`src/rtl/boot_mode_pkg.sv`:
```
package boot_mode_pkg;

    // Stream geometry
    localparam int WORD_W      = 20;
    localparam int DIV_LOG2    = 8;

    // Field positions inside the mode word
    localparam int WIDTH_BIT   = 8;
    localparam int MULT_LSB    = 1;
    localparam int MULT_W      = 3;
    localparam int DLY_LSB     = 15;
    localparam int DLY_W       = 3;

    // Multiplier encoding: value = code + MULT_BASE, codes >= MULT_BAD illegal
    localparam int MULT_BASE   = 2;
    localparam int MULT_BAD    = 7;
    localparam int MULT_OUT_W  = $clog2(MULT_BASE + (1 << MULT_W));

    typedef enum logic [1:0] {
        ST_SHIFT = 2'd0,
        ST_HOLD  = 2'd1,
        ST_DONE  = 2'd2
    } boot_state_e;

    typedef struct packed {
        logic                  bus_is_32;
        logic [MULT_OUT_W-1:0] clk_mult;
        logic [DLY_W-1:0]      wr_delay;
        logic                  mult_err;
    } boot_fields_t;

endpackage

```
`src/rtl/boot_clk_div.sv`:
```
module boot_clk_div #(
    parameter int DIV_LOG2 = 8
) (
    input  logic clk,
    input  logic cold_rst_n,
    input  logic clr,
    output logic sclk,
    output logic tick
);

    localparam logic [DIV_LOG2-1:0] HALF_M1 = DIV_LOG2'((1 << (DIV_LOG2 - 1)) - 1);

    logic [DIV_LOG2-1:0] cnt_q;

    always_ff @(posedge clk or negedge cold_rst_n) begin
        if (!cold_rst_n) begin
            cnt_q <= '0;
        end else if (clr) begin
            cnt_q <= '0;
        end else begin
            cnt_q <= cnt_q + 1'b1;
        end
    end

    // Sample strobe: the edge at which the serial clock goes high
    assign tick = (cnt_q == HALF_M1);
    assign sclk = cnt_q[DIV_LOG2-1];

    AST_SAMPLE_ON_RISE: assert property (@(posedge clk) disable iff (!cold_rst_n)
        (tick && !clr) |=> $rose(sclk));

    AST_CLEAR_LOW: assert property (@(posedge clk) disable iff (!cold_rst_n)
        clr |=> !sclk);

endmodule

```
`src/rtl/boot_capture_fsm.sv`:
```
module boot_capture_fsm
    import boot_mode_pkg::*;
#(
    parameter int WORD_W = 20
) (
    input  logic              clk,
    input  logic              cold_rst_n,
    input  logic              rst_n,
    input  logic              sdi,
    input  logic              tick,
    output logic              clr,
    output logic [WORD_W-1:0] word,
    output logic              done
);

    localparam int CNT_W = $clog2(WORD_W + 1);
    localparam logic [CNT_W-1:0] LAST_BIT = CNT_W'(WORD_W - 1);

    boot_state_e       state_q;
    boot_state_e       state_d;
    logic [CNT_W-1:0]  bit_cnt_q;
    logic [WORD_W-1:0] shift_q;
    logic              rst_seen_q;
    logic              last_bit;

    // Falling edge of rst_n restarts the load
    always_ff @(posedge clk or negedge cold_rst_n) begin
        if (!cold_rst_n) begin
            rst_seen_q <= 1'b0;
        end else begin
            rst_seen_q <= rst_n;
        end
    end

    assign clr      = rst_seen_q && !rst_n;
    assign last_bit = tick && (bit_cnt_q == LAST_BIT);

    // State register
    always_ff @(posedge clk or negedge cold_rst_n) begin
        if (!cold_rst_n) begin
            state_q <= ST_SHIFT;
        end else if (clr) begin
            state_q <= ST_SHIFT;
        end else begin
            state_q <= state_d;
        end
    end

    // Next state
    always_comb begin
        state_d = state_q;
        unique case (state_q)
            ST_SHIFT: begin
                if (last_bit) begin
                    state_d = rst_n ? ST_DONE : ST_HOLD;
                end
            end
            ST_HOLD: begin
                if (rst_n) begin
                    state_d = ST_DONE;
                end
            end
            ST_DONE: begin
                state_d = ST_DONE;
            end
            default: begin
                state_d = ST_SHIFT;
            end
        endcase
    end

    // Shift register and bit count
    always_ff @(posedge clk or negedge cold_rst_n) begin
        if (!cold_rst_n) begin
            shift_q   <= '0;
            bit_cnt_q <= '0;
        end else if (clr) begin
            shift_q   <= '0;
            bit_cnt_q <= '0;
        end else if ((state_q == ST_SHIFT) && tick) begin
            shift_q   <= {sdi, shift_q[WORD_W-1:1]};
            bit_cnt_q <= bit_cnt_q + 1'b1;
        end
    end

    // Outputs
    always_comb begin
        done = 1'b0;
        word = shift_q;
        unique case (state_q)
            ST_SHIFT: done = 1'b0;
            ST_HOLD:  done = 1'b0;
            ST_DONE:  done = 1'b1;
            default:  done = 1'b0;
        endcase
    end

    AST_BITCNT_BOUND: assert property (@(posedge clk) disable iff (!cold_rst_n)
        bit_cnt_q <= CNT_W'(WORD_W));

    AST_FROZEN_WORD: assert property (@(posedge clk) disable iff (!cold_rst_n)
        (done && $past(done)) |-> $stable(shift_q));

    AST_RESTART_CLEARS: assert property (@(posedge clk) disable iff (!cold_rst_n)
        clr |=> (!done && bit_cnt_q == '0));

    AST_DONE_NEEDS_RELEASE: assert property (@(posedge clk) disable iff (!cold_rst_n)
        $rose(done) |-> $past(rst_n));

endmodule

```
`src/rtl/boot_mode_decode.sv`:
```
module boot_mode_decode
    import boot_mode_pkg::*;
(
    input  logic              valid,
    input  logic [WORD_W-1:0] word_in,
    output logic [WORD_W-1:0] word_out,
    output boot_fields_t      fields
);

    logic [MULT_W-1:0] code;
    logic              illegal;

    assign code    = word_in[MULT_LSB +: MULT_W];
    assign illegal = (int'(code) >= MULT_BAD);

    always_comb begin
        word_out        = '0;
        fields.bus_is_32 = 1'b0;
        fields.clk_mult  = MULT_OUT_W'(MULT_BASE);
        fields.wr_delay  = '0;
        fields.mult_err  = 1'b0;
        if (valid) begin
            word_out         = word_in;
            fields.bus_is_32 = word_in[WIDTH_BIT];
            fields.wr_delay  = word_in[DLY_LSB +: DLY_W];
            fields.mult_err  = illegal;
            if (!illegal) begin
                fields.clk_mult = MULT_OUT_W'(code) + MULT_OUT_W'(MULT_BASE);
            end
        end
    end

endmodule

```
`src/rtl/boot_mode_loader.sv`:
```
module boot_mode_loader
    import boot_mode_pkg::*;
(
    input  logic              clk,
    input  logic              cold_rst_n,
    input  logic              rst_n,
    input  logic              sdi,
    output logic              sclk,
    output logic [WORD_W-1:0] mode_word,
    output logic              bus_is_32,
    output logic [MULT_OUT_W-1:0] clk_mult,
    output logic [DLY_W-1:0]  wr_delay,
    output logic              mult_err,
    output logic              done
);

    logic              tick;
    logic              clr;
    logic [WORD_W-1:0] raw_word;
    boot_fields_t      fields;

    boot_clk_div #(
        .DIV_LOG2 (DIV_LOG2)
    ) i_div (
        .clk        (clk),
        .cold_rst_n (cold_rst_n),
        .clr        (clr),
        .sclk       (sclk),
        .tick       (tick)
    );

    boot_capture_fsm #(
        .WORD_W (WORD_W)
    ) i_fsm (
        .clk        (clk),
        .cold_rst_n (cold_rst_n),
        .rst_n      (rst_n),
        .sdi        (sdi),
        .tick       (tick),
        .clr        (clr),
        .word       (raw_word),
        .done       (done)
    );

    boot_mode_decode i_dec (
        .valid    (done),
        .word_in  (raw_word),
        .word_out (mode_word),
        .fields   (fields)
    );

    assign bus_is_32 = fields.bus_is_32;
    assign clk_mult  = fields.clk_mult;
    assign wr_delay  = fields.wr_delay;
    assign mult_err  = fields.mult_err;

    AST_SAFE_DEFAULTS: assert property (@(posedge clk) disable iff (!cold_rst_n)
        !done |-> (mode_word == '0 && !bus_is_32 && clk_mult == MULT_OUT_W'(MULT_BASE)
                   && wr_delay == '0 && !mult_err));

    AST_MULT_RANGE: assert property (@(posedge clk) disable iff (!cold_rst_n)
        done |-> (clk_mult >= MULT_OUT_W'(2) && clk_mult <= MULT_OUT_W'(8)));

    AST_ERR_ONLY_ILLEGAL: assert property (@(posedge clk) disable iff (!cold_rst_n)
        mult_err |-> (done && mode_word[3:1] == 3'b111 && clk_mult == MULT_OUT_W'(2)));

    AST_WIDTH_FIELD: assert property (@(posedge clk) disable iff (!cold_rst_n)
        done |-> (bus_is_32 == mode_word[8]));

    AST_DELAY_FIELD: assert property (@(posedge clk) disable iff (!cold_rst_n)
        done |-> (wr_delay == mode_word[17:15]));

endmodule

```
`config.mk`:
```
export PLATFORM = sky130hd
export DESIGN_NAME = boot_mode_loader
export DESIGN_NICKNAME = d
export VERILOG_FILES = /design/src/rtl/boot_mode_pkg.sv /design/src/rtl/boot_clk_div.sv /design/src/rtl/boot_capture_fsm.sv /design/src/rtl/boot_mode_decode.sv /design/src/rtl/boot_mode_loader.sv
export SDC_FILE = /design/constraint.sdc
export NUM_CORES = 1
export LEC_CHECK = 0
export ABC_CLOCK_PERIOD_IN_PS = 2190
export BUFFER_PORTS_ARGS = -buffer_cell sky130_fd_sc_hd__clkbuf_2
export CORE_MARGIN = 4
export CORE_UTILIZATION = 54
export CTS_CLUSTER_DIAMETER = 200
export DETAILED_ROUTE_END_ITERATION = 8
export HOLD_SLACK_MARGIN = 0.08
export PLACE_DENSITY_LB_ADDON = 0.05
export SYNTH_ARGS = -nofsm -noshare
export SYNTH_HDL_FRONTEND = slang
export SYNTH_SLANG_ARGS = --single-unit
```
`constraint.sdc`:
```
create_clock -name clk -period 2.19 [get_ports clk]
set_input_delay 0.438 -clock clk [delete_from_list [all_inputs] [get_ports clk]]
set_output_delay 0.438 -clock clk [all_outputs]
set_load 0.05 [all_outputs]
```
==> run metrics, run 1 <==
worst relative slew slack 70.5%; Net Count, Synth 213; Die X 66.2 um; Tcrit/Tclk final 94.9%; f_max 0.481 GHz; CTS tree built; clk sinks 36; Hold Fails Final Rpt 0; share of layout cells above drive strength 1 24.4%; crit-path leading delay family flip-flops; leading cell types in the layout, fill and taps excluded 48 x nand2_1, 36 x dfrtp_1, 30 x clkbuf_2; Critical Path RT 1750 ps; final core occ 66.6%; synth warn 0; Die Ht 66.2 um; hold buffer count at CTS 0; WS Path Type register to output pin; vias per inst 5.18; WL final 3.46 mm; FF+latch area 901 um2; Worst Hold Class primary input to async pin; Worst Skew 8.40 ps; overall routing resource usage 17.9%; # IOs 35; commonest non-fill, non-tap cell in the layout nand2_1; DRT antenna net count 0; status completed; Reg clk slew, reported paths 100 ps; WP data arrival 1640 ps; die area 0.00439 mm2; CP endpoint kind output pin; final instance area 0.00210 mm2; CP startpoint kind register; RSZ-0062 raised after global routing false; CP Max Fanout 23; PortBufs 34; Cell Pwr Density 678 mW/mm2; first-pass GRT wire length 6.02 mm; sequence of cells on the critical path inv_1 > ha_4 > nand2_1 > nor2_1 > clkbuf_4; Pre-antenna DRT Iters 4; Yosys reg bits 36; Yosys cell types 28; area grow syn2layout 14.7%; biggest cell delay along the critical path 420 ps; Buf/Inv on CP 2; Post-Synth XOR/XNOR Area 3.35%; RR Startpoint i_div.cnt_q[0]; Placed Area 0.00204 mm2; Slew Limit Fails 0; initial DRC count 74; H-tree depth 2; initial antenna violation count 0; vias 1441; Post-route DRC 0; GP Congestion 0.809; post-synthesis sequential area ratio 49.2%; Synth Cell Area 0.00183 mm2; VDD IR-drop max 0.530 mV; TritonCTS Buffers 5; vias in the first global route 1425; Worst R2R Setup Slack 390 ps; aggregate global routing overflow 0; hpwl dp 2.44 mm; Max clock buf depth 2; Syn Inst Count 202; TNS Setup 0 ps; initial core utilization 58.1%; worst-margin pin slew 443 ps; Leak 1.03 nW; Syn Area/Cell 9.06 um2; clk_lat worst skew 330 ps; hold slack 120 ps; Worst Setup SP i_fsm.state_q[0]; Adder-Cell Fraction of Synth Area 4.78%; Root Driver clkbuf_4; Slowest cell on crit path dfrtp_1; Synth Area in Simple Gates 26.7%; Multi-input gate area 858 um2; Core ar. 0.00315 mm2; complex-gate fraction of the synthesized area 8.89%; multiplexer area fraction after synthesis 1.78%; Setup violations, final 0; Routed wire per std cell 12.5 um; antenna cells 0; Post-CTS Setup Inserts 0; FILL cells 284; largest family of logic cells by synthesized area simple AND/OR/NAND/NOR gates; Net count, final 245; maxcap violations 0; Final min period 2080 ps; largest net degree at the start of global routing 37; # rows 20
cell families (layout without fill, tap and decap cells):
| kind of cell | count (synthesis) | in the layout |
|---|---|---|
| multiplexers | 3 | 3 |
| XOR/XNOR | 7 | 7 |
| adder cells (fa/ha/maj) | 7 | 7 |
| flip-flops | 36 | 36 |
| AND/OR/NAND/NOR | 99 | 99 |
| AO/OA/AOI/OAI | 30 | 30 |
| buffers and inverters | 20 | 52 |
worst reg2reg max path: stages (launching register included):
cell	delay, ps
dfrtp_1	420
ha_1	230
and3_1	260
and3_1	180
o31ai_2	260
mux2_1	350
through the flow:
step | setup WS [ps] | std cells | power (mW)
finish | 112 | 278 | 1.42
global route | 7.52 | 278 | 1.52
CTS | 36.3 | 278 | 1.45
detailed placement | 276 | 271 | 1.10
global placement | 371 | 271 | 1.08
floorplan | 64.6 | 202 | 1.01
synth_stat cells, drive strengths merged:
| library cell | number | area [um2] |
|---|---|---|
| nand4 | 2 | 12.5 |
| clkbuf | 8 | 30.0 |
| nor2b | 4 | 25.0 |
| o21ai | 2 | 10.0 |
| nand2 | 49 | 184 |
| inv | 5 | 18.8 |
| o31ai | 2 | 20.0 |
| or4 | 1 | 7.51 |
| a21oi | 25 | 125 |
| xnor2 | 3 | 26.3 |
| dfrtp | 36 | 901 |
| and4 | 1 | 8.76 |
| nand2b | 1 | 6.26 |
| and2 | 20 | 125 |
| nor2 | 12 | 45.0 |
| buf | 7 | 47.6 |
| a21o | 1 | 7.51 |
| and3 | 3 | 18.8 |
| xor2 | 4 | 35.0 |
| mux2i | 1 | 10.0 |
| ha | 7 | 87.6 |
| mux2 | 2 | 22.5 |
| and4b | 1 | 13.8 |
| nor4bb | 1 | 10.0 |
| nand3 | 4 | 32.5 |
repair_timing:
| action | 4_1_cts | 5_1_grt |
|---|---|---|
| setup endpoints to repair | 13 | 4 |
| hold endpoints to repair | 0 | 0 |
| pin swaps | 0 | 0 |
| gates resized for setup | 1 | 7 |
path summary, 6_finish.rpt:
| kind | endpoint | depth (start not counted) |
|---|---|---|
| min | i_fsm.word[4] | 2 |
| min in group clk | i_fsm.rst_seen_q | 1 |
| min reg2reg | i_div.cnt_q[0] | 1 |
| max reg2reg | i_fsm.state_q[1] | 5 |
| max in group asynchronous | i_div.cnt_q[6] | 2 |
| max | mult_err | 5 |
report_power, final:
part | internal [mW] | total, mW | switching [mW]
Combinational | 0.129 | 0.349 | 0.220
Sequential | 0.709 | 0.756 | 0.0473
Clock | 0.118 | 0.318 | 0.200
Total | 0.956 | 1.42 | 0.467
sequential cells by signal, summed over array words and instances, names as in the netlist:
name              flops
i_fsm.word           20
i_div.cnt_q           8
i_fsm.state_q         2
i_fsm.rst_seen_q      1
i_fsm.bit_cnt_q       5
final cells by class:
cell class	count	share of cell area, %
Tap cell	44	2.62
Inverter	5	0.894
Timing Repair Buffer	40	10.5
Sequential cell	36	42.9
Clock buffer	6	1.97
Multi-Input combinational cell	146	40.9
Clock inverter	1	0.238
layer usage:
metal	routed length, um	global-route usage (%)	vias up
li1	-	-	713
met1	1480	19.9	691
met2	1780	32.1	32
met3	165	4.42	5
met4	40	7.36	0
met5	0	0	-
No activity file was read; power rests on OpenSTA's default activity.
==> run 2, diff against run 1 <==
--- a/config.mk
+++ b/config.mk
@@ -5,10 +5,10 @@
 export SDC_FILE = /design/constraint.sdc
 export NUM_CORES = 1
 export LEC_CHECK = 0
-export ABC_CLOCK_PERIOD_IN_PS = 2190
+export ABC_CLOCK_PERIOD_IN_PS = 1850
 export BUFFER_PORTS_ARGS = -buffer_cell sky130_fd_sc_hd__clkbuf_2
 export CORE_MARGIN = 4
-export CORE_UTILIZATION = 54
+export CORE_UTILIZATION = 49
 export CTS_CLUSTER_DIAMETER = 200
 export DETAILED_ROUTE_END_ITERATION = 8
 export HOLD_SLACK_MARGIN = 0.08
==> constraint.sdc (replaced) <==
create_clock -name clk -period 1.85 [get_ports clk]
set_input_delay 0.37 -clock clk [delete_from_list [all_inputs] [get_ports clk]]
set_output_delay 0.37 -clock clk [all_outputs]
set_load 0.05 [all_outputs]
==> run 2 against run 1 <==
Against the previous run: critical path depth unchanged; sequential share of layout area down 6.6 points; count of clock-buffer cells in the layout unchanged; clock skew down 2.5 ps.
==> run metrics, run 2 (synthesis gave the netlist of run 1 again) <==
status completed; Leak 1.16 nW (+13%); Final min period 1840 ps; fin worst setup slack 11.5 ps (-101 ps); aggregate global routing overflow 0 (unchanged); vias 1487 (+3.2%); initial antenna violation count 0 (unchanged); die area 0.00478 mm2 (+9.0%); clock share of power 25.1% (+2.8 points); VDD IR-drop max 0.600 mV (+13%); worst relative slew slack 64.2% (-6.3 points); leading cell types in the layout, fill and taps excluded 47 x nand2_1, 35 x dfrtp_1, 24 x a21oi_1; clk_lat worst skew 280 ps (-50 ps); DRT antenna net count 0 (unchanged); initial core utilization 52.8% (-5.3 points); worst-margin pin slew 537 ps (+94.2 ps); CP Max Fanout 8 (-65%); overall routing resource usage 17.2% (-0.70 points); Hold Path Stages 1; Setup violations, final 0 (unchanged); GR peak layer met2; Tot Pwr 1.99 mW (+40%); M3 GR Usage 5.09% (+0.67 points); Reg clk slew, reported paths 60 ps (-40 ps); final instance area 0.00249 mm2 (+18%); Die Ht 69.1 um (+4.4%); dpl ws 45.0 ps (-231 ps); WP data arrival 1470 ps (-170 ps); Int Power 1.37 mW (+43%); RSZ-0062 raised after global routing true; NetSw 0.628 mW (+34%); PortBufs 34 (unchanged); # IOs 35 (unchanged); Hold Fails Final Rpt 0 (unchanged); hpwl dp 2.61 mm (+7.1%); Pre-antenna DRT Iters 4 (unchanged); antenna cells 0 (unchanged); max reg flops 20 (unchanged); Switching Share 31.5% (-1.3 points); WS Path Type register to output pin; Placed Area 0.00210 mm2 (+3.1%); Max clock buf depth 2 (unchanged); Cell Pwr Density 802 mW/mm2 (+18%); Slew Limit Fails 0 (unchanged); Tcrit/Tclk final 99.4%; Root Driver clkbuf_8; biggest cell delay along the critical path 410 ps (about the same); Critical Path RT 1480 ps (-270 ps); maxcap violations 0 (unchanged); commonest non-fill, non-tap cell in the layout nand2_1; FILL cells 283 (-0.35%); TritonCTS Buffers 5 (unchanged); met1 usage 19.2% (-0.77 points); sequence of cells on the critical path inv_2 > ha_4 > buf_12 > and2_2 > buf_4; vias in the first global route 1471 (+3.2%); Seq pwr share 45.0% (-8.1 points); logic gate share of total power 29.9% (+5.4 points); TNS Setup 0 ps (unchanged); f_max 0.544 GHz; H-tree depth 2 (unchanged); initial DRC count 70 (-5.4%); Worst Skew 5.89 ps (-2.50 ps); area grow syn2layout 35.8%; dpl cells 276 (+1.8%); Routed wire per std cell 14.1 um (+13%); vias per inst 5.15 (-0.74%); CP startpoint kind register; WL final 4.07 mm (+17%); CTS tree built; clk sinks 36 (unchanged); Post-route DRC 0 (unchanged); Core ar. 0.00347 mm2 (+10%); Net count, final 254 (+3.7%); Die X 69.1 um (+4.4%); first-pass GRT wire length 6.64 mm (+10%); Slowest cell on crit path dfrtp_1; final std cells w/o fill 289 (+4.0%); r2r worst-path depth 5 (unchanged); share of layout cells above drive strength 1 34.6% (+10 points); largest net degree at the start of global routing 20 (-46%); CP endpoint kind output pin; GP Congestion 0.787 (-2.8%); # rows 21 (+5.0%); met2 Resource Use GR 30.5% (-1.6 points); Worst Hold Class primary input to register
## run 2: cell count changes in the layout (fill, tap and decap cells not counted), sizes merged
cell and change:
buf +32, dlygate4sd3 +1, clkbuf -24
## run 2: repair_timing
item,CTS,global route
endpoints found under the hold margin,10,0
setup buffers,2,3
endpoints found under the setup margin,29,32
hold buffers,1,0
gates resized for setup,39,60
cloned,0,0
pin swaps,0,1
## run 2: layout make-up
class                           count  area (um2)  area share, %
Timing Repair Buffer               49         508           20.4
Inverter                            5        18.8          0.755
Clock buffer                        6        72.6           2.92
Sequential cell                    36         902           36.3
Multi-Input combinational cell    146         922           37.1
Tap cell                           46        57.6           2.32
Clock inverter                      1        5.00          0.201
## run 2: worst paths after layout
path                                           end  slack [ps]             start
min in group asynchronous       i_fsm.bit_cnt_q[3]         600        cold_rst_n
worst max-delay path                 mode_word[17]          10  i_fsm.state_q[0]
worst min-delay path              i_fsm.rst_seen_q         250             rst_n
max in group asynchronous           i_fsm.word[19]         770        cold_rst_n
worst max register to register    i_fsm.state_q[1]         100    i_div.cnt_q[0]
worst min register to register      i_div.cnt_q[0]         480    i_div.cnt_q[0]
## run 2: worst max-delay path, delay by kind of cell (launching register included)
family | cells | cell delay, ps
buffers and inverters | 3 | 430
DFF | 1 | 410
adders and majority gates | 1 | 200
and+or+nand+nor | 1 | 150
## run 2: power groups by stage
stage | clock network (mW) | registers [mW] | logic, mW
4_1_cts | 0.514 | 0.899 | 0.525
3_3_place_gp | 0 | 0.905 | 0.411
5_1_grt | 0.560 | 0.906 | 0.647
3_5_place_dp | 0 | 0.910 | 0.429
6_report | 0.501 | 0.896 | 0.596
2_1_floorplan | 0 | 0.896 | 0.334
## run 2: per-stage QoR
stage / hold slack [ps] / utilization [%]
final: 246 / 71.7
after global routing: 245 / 71.7
after CTS: 241 / 68.0
after detailed placement: 381 / 60.6
after global placement: 362 / 60.6
after floorplan: 74.4 / -
## run 2: routing by layer
metal	vias to the layer above	share of wire (%)
met1	717	41
met3	7	3.9
met4	0	1.2
li1	732	-
met5	-	0
met2	31	54
